$ cat src/rtl/msi_pkg.sv
// Package: shared codes and the action strobe record for the MSI line controller.
// Assumes 4-bit state and event codes; the field order of msi_act_t fixes the act_o bit positions.
package msi_pkg;

    localparam int ST_W  = 4;
    localparam int EV_W  = 4;
    localparam int ACT_W = 18;

    typedef enum logic [ST_W-1:0] {
        ST_I     = 4'd0,
        ST_IS_D  = 4'd1,
        ST_IM_AD = 4'd2,
        ST_IM_A  = 4'd3,
        ST_S     = 4'd4,
        ST_SM_AD = 4'd5,
        ST_SM_A  = 4'd6,
        ST_M     = 4'd7,
        ST_MI_A  = 4'd8,
        ST_SI_A  = 4'd9,
        ST_II_A  = 4'd10
    } line_st_e;

    typedef enum logic [EV_W-1:0] {
        EV_LOAD    = 4'd0,
        EV_STORE   = 4'd1,
        EV_REPL    = 4'd2,
        EV_FWD_S   = 4'd3,
        EV_FWD_M   = 4'd4,
        EV_INV     = 4'd5,
        EV_PUT_ACK = 4'd6,
        EV_DATA_NA = 4'd7,
        EV_DATA_A  = 4'd8,
        EV_DATA_OW = 4'd9,
        EV_INV_ACK = 4'd10,
        EV_LAST_IA = 4'd11
    } line_ev_e;

    // Most significant field first: fill is bit 17, req_gets is bit 0.
    typedef struct packed {
        logic fill;
        logic stall;
        logic pop_rsp;
        logic pop_fwd;
        logic pop_cpu;
        logic txn_free;
        logic txn_alloc;
        logic line_free;
        logic line_alloc;
        logic store_done;
        logic load_done;
        logic inv_ack;
        logic data_dir;
        logic data_req;
        logic req_putm;
        logic req_puts;
        logic req_getm;
        logic req_gets;
    } msi_act_t;

    // Access permission of a state: 2 read-write, 1 read-only, 0 none.
    function automatic logic [1:0] perm_of(logic [ST_W-1:0] st);
        case (st)
            ST_M:                    perm_of = 2'd2;
            ST_S, ST_SM_AD, ST_SM_A: perm_of = 2'd1;
            default:                 perm_of = 2'd0;
        endcase
    endfunction

endpackage

$ cat src/rtl/msi_state_array.sv
// Module: per-line state registers with one write port and two read ports.
// Assumes line indices below NUM_LINES; one line is written per cycle at most.
module msi_state_array
    import msi_pkg::*;
#(
    parameter int NUM_LINES = 4,
    parameter int LINE_W    = 2
) (
    input  logic                      clk,
    input  logic                      rst_n,
    input  logic                      wr_en,
    input  logic [LINE_W-1:0]         wr_line,
    input  logic [ST_W-1:0]           wr_st,
    input  logic [LINE_W-1:0]         rd_a_line,
    output logic [ST_W-1:0]           rd_a_st,
    input  logic [LINE_W-1:0]         rd_b_line,
    output logic [ST_W-1:0]           rd_b_st,
    output logic [NUM_LINES*ST_W-1:0] st_all
);

    logic [ST_W-1:0] st_q [NUM_LINES];

    for (genvar g = 0; g < NUM_LINES; g++) begin : g_line
        // Hold one line's state; load it when this line is written.
        always_ff @(posedge clk) begin
            if (!rst_n) begin
                st_q[g] <= ST_I;
            end else if (wr_en && (wr_line == LINE_W'(g))) begin
                st_q[g] <= wr_st;
            end
        end
        assign st_all[g*ST_W +: ST_W] = st_q[g];
    end

    // Read ports: the event's line and the query line.
    always_comb begin
        rd_a_st = st_q[rd_a_line];
        rd_b_st = st_q[rd_b_line];
    end

endmodule

$ cat src/rtl/msi_next.sv
// Module: combinational transition function of the MSI line protocol.
// Assumes the event is already decoded; an undefined pair raises err and keeps the state.
module msi_next
    import msi_pkg::*;
(
    input  logic [ST_W-1:0] cur,
    input  logic [EV_W-1:0] ev,
    output logic [ST_W-1:0] nxt,
    output msi_act_t        act,
    output logic            err
);

    logic known;

    // Select the next state and strobes for the current state and event.
    always_comb begin
        act   = '0;
        nxt   = cur;
        known = 1'b1;
        case (cur)
            ST_I: begin
                case (ev)
                    EV_LOAD: begin
                        nxt = ST_IS_D;
                        act.line_alloc = 1'b1;
                        act.txn_alloc  = 1'b1;
                        act.req_gets   = 1'b1;
                        act.pop_cpu    = 1'b1;
                    end
                    EV_STORE: begin
                        nxt = ST_IM_AD;
                        act.line_alloc = 1'b1;
                        act.txn_alloc  = 1'b1;
                        act.req_getm   = 1'b1;
                        act.pop_cpu    = 1'b1;
                    end
                    default: known = 1'b0;
                endcase
            end
            ST_IS_D: begin
                case (ev)
                    EV_LOAD, EV_STORE, EV_REPL, EV_INV: act.stall = 1'b1;
                    EV_DATA_NA, EV_DATA_OW: begin
                        nxt = ST_S;
                        act.fill      = 1'b1;
                        act.txn_free  = 1'b1;
                        act.load_done = 1'b1;
                        act.pop_rsp   = 1'b1;
                    end
                    default: known = 1'b0;
                endcase
            end
            ST_IM_AD, ST_SM_AD: begin
                case (ev)
                    EV_LOAD: begin
                        if (cur == ST_SM_AD) begin
                            act.load_done = 1'b1;
                            act.pop_cpu   = 1'b1;
                        end else begin
                            act.stall = 1'b1;
                        end
                    end
                    EV_STORE, EV_REPL, EV_FWD_S, EV_FWD_M: act.stall = 1'b1;
                    EV_DATA_NA, EV_DATA_OW: begin
                        nxt = ST_M;
                        act.fill       = 1'b1;
                        act.txn_free   = 1'b1;
                        act.store_done = 1'b1;
                        act.pop_rsp    = 1'b1;
                    end
                    EV_DATA_A: begin
                        nxt = (cur == ST_SM_AD) ? ST_SM_A : ST_IM_A;
                        act.fill    = 1'b1;
                        act.pop_rsp = 1'b1;
                    end
                    EV_INV_ACK: act.pop_rsp = 1'b1;
                    EV_INV: begin
                        if (cur == ST_SM_AD) begin
                            nxt = ST_IM_AD;
                            act.inv_ack = 1'b1;
                            act.pop_fwd = 1'b1;
                        end else begin
                            known = 1'b0;
                        end
                    end
                    default: known = 1'b0;
                endcase
            end
            ST_IM_A, ST_SM_A: begin
                case (ev)
                    EV_LOAD: begin
                        if (cur == ST_SM_A) begin
                            act.load_done = 1'b1;
                            act.pop_cpu   = 1'b1;
                        end else begin
                            act.stall = 1'b1;
                        end
                    end
                    EV_STORE, EV_REPL, EV_FWD_S, EV_FWD_M: act.stall = 1'b1;
                    EV_INV_ACK: act.pop_rsp = 1'b1;
                    EV_LAST_IA: begin
                        nxt = ST_M;
                        act.txn_free   = 1'b1;
                        act.store_done = 1'b1;
                        act.pop_rsp    = 1'b1;
                    end
                    default: known = 1'b0;
                endcase
            end
            ST_S: begin
                case (ev)
                    EV_LOAD: begin
                        act.load_done = 1'b1;
                        act.pop_cpu   = 1'b1;
                    end
                    EV_STORE: begin
                        nxt = ST_SM_AD;
                        act.txn_alloc = 1'b1;
                        act.req_getm  = 1'b1;
                        act.pop_cpu   = 1'b1;
                    end
                    EV_REPL: begin
                        nxt = ST_SI_A;
                        act.req_puts = 1'b1;
                    end
                    EV_INV: begin
                        nxt = ST_I;
                        act.inv_ack   = 1'b1;
                        act.line_free = 1'b1;
                        act.pop_fwd   = 1'b1;
                    end
                    default: known = 1'b0;
                endcase
            end
            ST_M: begin
                case (ev)
                    EV_LOAD: begin
                        act.load_done = 1'b1;
                        act.pop_cpu   = 1'b1;
                    end
                    EV_STORE: begin
                        act.store_done = 1'b1;
                        act.pop_cpu    = 1'b1;
                    end
                    EV_REPL: begin
                        nxt = ST_MI_A;
                        act.req_putm = 1'b1;
                    end
                    EV_FWD_S: begin
                        nxt = ST_S;
                        act.data_req = 1'b1;
                        act.data_dir = 1'b1;
                        act.pop_fwd  = 1'b1;
                    end
                    EV_FWD_M: begin
                        nxt = ST_I;
                        act.data_req  = 1'b1;
                        act.line_free = 1'b1;
                        act.pop_fwd   = 1'b1;
                    end
                    default: known = 1'b0;
                endcase
            end
            ST_MI_A, ST_SI_A, ST_II_A: begin
                case (ev)
                    EV_LOAD, EV_STORE, EV_REPL: act.stall = 1'b1;
                    EV_PUT_ACK: begin
                        nxt = ST_I;
                        act.line_free = 1'b1;
                        act.pop_fwd   = 1'b1;
                    end
                    EV_FWD_S: begin
                        if (cur == ST_MI_A) begin
                            nxt = ST_SI_A;
                            act.data_req = 1'b1;
                            act.data_dir = 1'b1;
                            act.pop_fwd  = 1'b1;
                        end else begin
                            known = 1'b0;
                        end
                    end
                    EV_FWD_M: begin
                        if (cur == ST_MI_A) begin
                            nxt = ST_II_A;
                            act.data_req = 1'b1;
                            act.pop_fwd  = 1'b1;
                        end else begin
                            known = 1'b0;
                        end
                    end
                    EV_INV: begin
                        if (cur == ST_SI_A) begin
                            nxt = ST_II_A;
                            act.inv_ack = 1'b1;
                            act.pop_fwd = 1'b1;
                        end else begin
                            known = 1'b0;
                        end
                    end
                    default: known = 1'b0;
                endcase
            end
            default: known = 1'b0;
        endcase
        if (!known) begin
            act = '0;
            nxt = cur;
        end
        err = !known;
    end

endmodule

$ cat src/rtl/msi_act_reg.sv
// Module: output register for the action strobes and the protocol error flag.
// Assumes one event per cycle; a cycle without an event clears every output.
module msi_act_reg
    import msi_pkg::*;
(
    input  logic             clk,
    input  logic             rst_n,
    input  logic             ev_valid,
    input  msi_act_t         act_d,
    input  logic             err_d,
    output logic             act_valid,
    output logic [ACT_W-1:0] act_o,
    output logic             proto_err
);

    // Capture the result of this cycle's event, or clear when idle.
    always_ff @(posedge clk) begin
        if (!rst_n || !ev_valid) begin
            act_valid <= 1'b0;
            act_o     <= '0;
            proto_err <= 1'b0;
        end else begin
            act_valid <= 1'b1;
            act_o     <= act_d;
            proto_err <= err_d;
        end
    end

endmodule

$ cat src/rtl/msi_line_ctrl.sv
// Module: top of the MSI line coherence controller.
// Looks up the event's line, applies the transition function, writes the new state back
// and registers the strobes. Assumes at most one event per cycle.
module msi_line_ctrl
    import msi_pkg::*;
#(
    parameter int NUM_LINES = 4,
    localparam int LINE_W   = (NUM_LINES > 1) ? $clog2(NUM_LINES) : 1
) (
    input  logic              clk,
    input  logic              rst_n,
    input  logic              ev_valid,
    input  logic [LINE_W-1:0] ev_line,
    input  logic [3:0]        ev_code,
    input  logic [LINE_W-1:0] qry_line,
    output logic              act_valid,
    output logic [17:0]       act_o,
    output logic              proto_err,
    output logic [3:0]        qry_state,
    output logic [1:0]        qry_perm
);

    logic [ST_W-1:0]           cur_st;
    logic [ST_W-1:0]           nxt_st;
    msi_act_t                  act_d;
    logic                      err_d;
    logic [NUM_LINES*ST_W-1:0] st_all;

    msi_state_array #(
        .NUM_LINES (NUM_LINES),
        .LINE_W    (LINE_W)
    ) u_array (
        .clk       (clk),
        .rst_n     (rst_n),
        .wr_en     (ev_valid),
        .wr_line   (ev_line),
        .wr_st     (nxt_st),
        .rd_a_line (ev_line),
        .rd_a_st   (cur_st),
        .rd_b_line (qry_line),
        .rd_b_st   (qry_state),
        .st_all    (st_all)
    );

    msi_next u_next (
        .cur (cur_st),
        .ev  (ev_code),
        .nxt (nxt_st),
        .act (act_d),
        .err (err_d)
    );

    msi_act_reg u_out (
        .clk       (clk),
        .rst_n     (rst_n),
        .ev_valid  (ev_valid),
        .act_d     (act_d),
        .err_d     (err_d),
        .act_valid (act_valid),
        .act_o     (act_o),
        .proto_err (proto_err)
    );

    // Permission of the queried line.
    always_comb qry_perm = perm_of(qry_state);

endmodule

$ cat config.mk
export PLATFORM = sky130hd
export DESIGN_NAME = msi_line_ctrl
export DESIGN_NICKNAME = d
export VERILOG_FILES = /design/src/rtl/msi_pkg.sv /design/src/rtl/msi_state_array.sv /design/src/rtl/msi_next.sv /design/src/rtl/msi_act_reg.sv /design/src/rtl/msi_line_ctrl.sv
export SDC_FILE = /design/constraint.sdc
export NUM_CORES = 1
export LEC_CHECK = 0
export ABC_AREA = 1
export CAP_MARGIN = 20
export CORE_ASPECT_RATIO = 2
export CORE_MARGIN = 5
export CORE_UTILIZATION = 47
export CTS_BUF_LIST = sky130_fd_sc_hd__clkbuf_16
export DETAILED_ROUTE_END_ITERATION = 10
export PLACE_DENSITY = 0.71
export SKIP_LAST_GASP = 1
export SLEW_MARGIN = 25
export SYNTH_ARGS = -nofsm -noshare
export SYNTH_HDL_FRONTEND = slang
export SYNTH_SLANG_ARGS = --single-unit
$ cat constraint.sdc
create_clock -name clk -period 3.7 [get_ports clk]
set_clock_uncertainty 0.05 [all_clocks]
set_input_delay 0.74 -clock clk [delete_from_list [all_inputs] [get_ports clk]]
set_output_delay 0.74 -clock clk [all_outputs]
set_load 0.005 [all_outputs]
### After elaboration in Yosys (flattened, before gate mapping)

Memory sizes are Yosys's and may differ from the RTL's.
Cells that the tools add are included.

* flip-flop bits (word level): 20
* bits in latches: 0
* bits in writable memories: 16
* memory bits (read-only): 0
* input port bits: 11
* logic and storage cells: 166
* memories: 1

Memory list
* u_array.st_q: depth 4, width 4, read ports 2, clocked after memory_dff 0, wr ports 4, RTL line msi_state_array.sv:21 `logic [ST_W-1:0] st_q [NUM_LINES];`

* add/subtract/negate cells: 0
* multiply operators: 0
* divide/modulo/power cells: 0
* $lt $le $gt $ge: 0
* equal/unequal tests: 28
* shift-type cells: 0
* muxes and demuxes: 83
* bitwise logic cells: 9
* reduce and logical (&&, ||, !) cells: 38

Operators by type and width (number)
* 4-bit by 3-bit == test with 1-bit output (second input constant): 12
* 1-bit 2-to-1 mux: 44
* 4-bit 2-to-1 mux: 11
* 4-bit one-hot mux with 3 select lines: 3
* 3-bit OR reduction: 10
* 4-bit == test (second input constant): 7
* 4-bit one-hot mux with 7 select lines: 1
* 1-bit one-hot mux with 3 select lines: 7
* 2-bit OR reduction: 9
* 4-bit by 2-bit == test with 1-bit output (second input constant): 4
* 4-bit one-hot mux with 4 select lines: 1
* 4-bit OR reduction: 4
* 1-bit one-hot mux with 2 select lines: 7
* 1-bit one-hot mux with 4 select lines: 3
* 9-bit OR reduction: 1
* 4-bit by 1-bit == test with 1-bit output (second input constant): 2
* 4-bit zero test: 2
* 2-bit one-hot mux with 2 select lines: 2
* 4-bit one-hot mux with 2 select lines: 1
* 1-bit one-hot mux with 7 select lines: 1
* 7-bit OR reduction: 1
* 6-bit OR reduction: 1
* 1-bit inverter: 5
* 5-bit OR reduction: 1
* other kinds (9): 18

### Longest topological paths before layout

An unclocked memory read counts as a cell.

* depth after elaboration: 7
* gate-level depth with buffers: 17

### Modules after synthesis

A second synthesis with hierarchy kept.

* cells, all modules: 389
* area total of the unflattened synthesis: 2524.9 um^2

Modules (own cells, without submodules)
* msi_state_array: times used 1, cells each 131, area an instance 980.9 um^2, seq. area each 480.5 um^2
* msi_next: times used 1, cells each 190, area an instance 883.3 um^2, seq. area each 0.0 um^2
* msi_act_reg: times used 1, cells each 62, area an instance 633.1 um^2, seq. area each 400.4 um^2
* msi_line_ctrl: times used 1, cells each 6, area an instance 27.5 um^2, seq. area each 0.0 um^2

### Worst setup path after synthesis

No wires, ideal clock.

* path type: in2reg
* from: input port ev_line[0]
* to: memory u_array.st_q[0][2], data pin
* setup time: 0.250 ns
* arrival time: 2.032 ns
* required time: 3.400 ns
* path slack: 1.367 ns
* stages on the path: 16
* cells stage by stage: buf_6 buf_6 nand2_1 nand2_1 nand2_1 nand2_1 nand2_2 inv_1 nand2_2 nand2_1 inv_1 nor2_1 nor2_1 nand4_1 nand2_1 inv_1

RTL lines
* start, declared: RTL line msi_line_ctrl.sv:13 `input logic [LINE_W-1:0] ev_line,`
* end, declared: RTL line msi_state_array.sv:21

### Worst setup path in the final report

* from: input port qry_line[0]
* to: output port qry_perm[0]

* longest elaborated chain between the ends: 4
* elaborated cells on any way between the ends: 7
* classes of those cells: eq/ne (4); mux (1); reduce/logical (1); memory (1)

Ends and longest elaborated chain
* start, declared: RTL line msi_line_ctrl.sv:15 `input logic [LINE_W-1:0] qry_line,`
* memory read 4 x 4 bit (*)
* 4-bit by 3-bit == test with 1-bit output: RTL line msi_pkg.sv:62 `case (st)`
* 3-bit OR reduction: RTL line msi_pkg.sv:62
* 2-bit one-hot mux with 2 select lines (*): RTL line msi_pkg.sv:62
* end, declared: RTL line msi_line_ctrl.sv:20 `output logic [1:0] qry_perm`

Every way passes the cells marked *; elsewhere a longest branch is shown, timed or not.

==> run summary <==
Min-Delay Path Class = register to register
CTS Root Cell = clkbuf_16
area post-placement = 0.00288 mm^2
sequential power share = 0.386
VDD IR-drop max = 0.409 mV
Clk Latency, worst-skew pair = 0.28 ns
Final Power = 0.00114 W
most frequent cells in the layout = 102 x nand2_1, 56 x nor2_1, 51 x inv_1
start point of the critical path = qry_line[0]
fmax = 285 MHz
Avg WL per Cell = 17.5 um
crit path time final = 3.51 ns
Max-cap violations = 0
Final nets = 424
CTS tree = done
Rows = 37
Post-CTS Setup Repair Bufs = 0
post-DP HPWL = 6830 um
hold path depth = 7
ANT nets after route = 0
Leak = 1.51 nW
worst hold start = u_array.st_q[0][3]
#FFs+latches synth = 36
Bufs and invs on worst path = 3
sequential share of the synthesized area = 0.363
Finished Layout Cells = 472
logic gate share of total power = 0.209
Hold Path End = u_out.act_o[1]
CTS Buf Count = 5
placer congestion estimate = 1.04
# IOs = 37
max incr delay on CP = 0.54 ns
FF-to-FF path depth = 12
DR vias = 2656
remaining global-route overflow = 0
Die X = 60.8 um
YS warnings = 0
ANT cells = 0
relative max-transition margin = 0.601
gr usage total = 0.259
R2R Setup Slk = 1.45 ns
initial antenna violation count = 0
Crit-path slowest cell = clkdlybuf4s50_1
Psw = 0.000319 W
Setup Crit Path Kind = input pin to output port
Power Density = 375 mW/mm^2
post-CTS sizing = 0
vias in the first global route = 2661
Worst R2R Start = u_array.st_q[3][2]
Area growth, synth to finish = 25.4%
WP data required = 2.91 ns
RR Endpoint = u_array.st_q[2][0]
Worst Tran Pin Value = 0.592 ns
drt total wl = 8260 um
final setup vio count = 0
area of the die = 0.00679 mm^2
kind of cell adding the most delay to the critical path = buffers and inverters
Initial Util = 0.476
Int Power = 0.000820 W
drt initial violations = 207
Max FO, Critical Path = 9
status = completed
Avg Inst Size Synth = 6.63 um^2
CTS Sinks = 36
Worst-path clk slew = 0.05 ns
Final Hold Viols = 0
I/O Buffers = 36
1st-pass router iterations = 5
Clk network pwr share = 0.406
DR vias/cell = 5.63
largest net degree at the start of global routing = 13
Critical Path Source Type = input pin
first-pass GRT wire length = 12700 um
Finished Cell Area = 0.00304 mm^2
DRC = 0
Die H = 112 um
Syn Inst Count = 366
setup TNS = 0 ns
fin worst setup slack = 0.185 ns
Worst path most repeated cell = clkdlybuf4s50_1
crit-path cells = clkdlybuf4s50_1, inv_1, nor2_1, o22ai_1, nand3_1, a21oi_1, clkdlybuf4s50_1
pre-CTS WS = 0.182 ns
Worst EP arrival = 2.72 ns
RSZ-0062 raised after global routing = false
mapped cell area = 0.00243 mm^2
switching share of power = 0.280
synthesized net count = 377
fraction of layout cells with a size suffix above 1 = 0.126
CTS H-Tree Depth = 2
Crit. path cell count = 7
Longest Clk Path Bufs = 2
Synth cell types = 28
hold buffer count at CTS = 0
core footprint = 0.00509 mm^2
placed cell count = 464
Slew Limit Fails = 0
final worst path period share = 0.950
most common cell after layout, fill and taps aside = nand2_1
Crit. End Element = output port
[flip-flops by register name, indices dropped and copies added (netlist names)]
signal           flops
u_out.act_o         18
u_array.st_q        16
u_out.act_valid      1
u_out.proto_err      1
[cells by family after synthesis]
kind of cell           Yosys count  share of synthesized area
AOI/OAI and AO/OA               42                     0.0964
buffers and inverters           60                      0.106
DFF                             36                      0.363
and+or+nand+nor                228                      0.435
[metal layers]
layer | part of all wire | GRT usage | wire length, um
met1 | 0.27 | 0.194 | 2240
met2 | 0.56 | 0.485 | 4650
met3 | 0.053 | 0.0464 | 434
met4 | 0.11 | 0.242 | 931
met5 | 0 | 0 | 0
[worst max-delay path by stage]
stage	to	slack, ns
after floorplan	u_array.st_q[0][2]	1.37
after global routing	qry_perm[0]	0.07
after CTS	qry_perm[0]	0.18
after detailed placement	qry_perm[0]	0.18
after global placement	qry_perm[0]	0.15
final	qry_perm[0]	0.19
[cell usage after synthesis, drive strengths merged]
cell | count | share of area
nand3 | 34 | 0.076
nor2 | 73 | 0.15
a22oi | 1 | 0.0031
o21ai | 22 | 0.045
a221oi | 1 | 0.0036
nor3 | 1 | 0.0021
nor4 | 1 | 0.0026
a211oi | 1 | 0.0031
a211o | 1 | 0.0036
inv | 56 | 0.089
edfxtp | 16 | 0.20
o211ai | 1 | 0.0031
buf | 4 | 0.017
nand4 | 6 | 0.015
a21oi | 10 | 0.021
dfxtp | 20 | 0.17
a32oi | 1 | 0.0036
o22ai | 4 | 0.010
nand2 | 113 | 0.19
[worst reg2reg max path: stages (launching register included)]
cell and delay [ns]:
edfxtp_1 0.44, nand3_1 0.14, nand2_2 0.10, nor2_8 0.19
inv_4 0.08, nand2_2 0.11, nor2_1 0.12, nand2_1 0.08
nand3_1 0.10, nor2_1 0.13, nand4_1 0.27, nand2_1 0.15
inv_1 0.04
[final cells by class]
type,count,area (um^2)
clock buffers,5,125
clock inverters,3,38.8
fillers,501,2050
inverters,56,215
multi-input cells,270,1290
flip-flops and latches,36,881
well taps,58,72.6
repair buffers,44,420
[power groups by stage]
stage	sequential, W	clock (W)	combinational, W
CTS	0.000439	0.000468	0.000235
floorplan	0.000442	0	0.000151
detailed placement	0.000447	0	0.000234
global placement	0.000447	0	0.000235
global route	0.000440	0.000487	0.000260
finish	0.000440	0.000463	0.000238
[stage by stage]
stage          hold WS, ns  utilization
3_3_place_gp         0.930        0.565
2_1_floorplan        0.796            -
3_5_place_dp         0.929        0.565
5_1_grt               1.01        0.597
6_report             0.922        0.597
4_1_cts              0.946        0.597
Note: power is estimated with default switching activity, not from simulation.
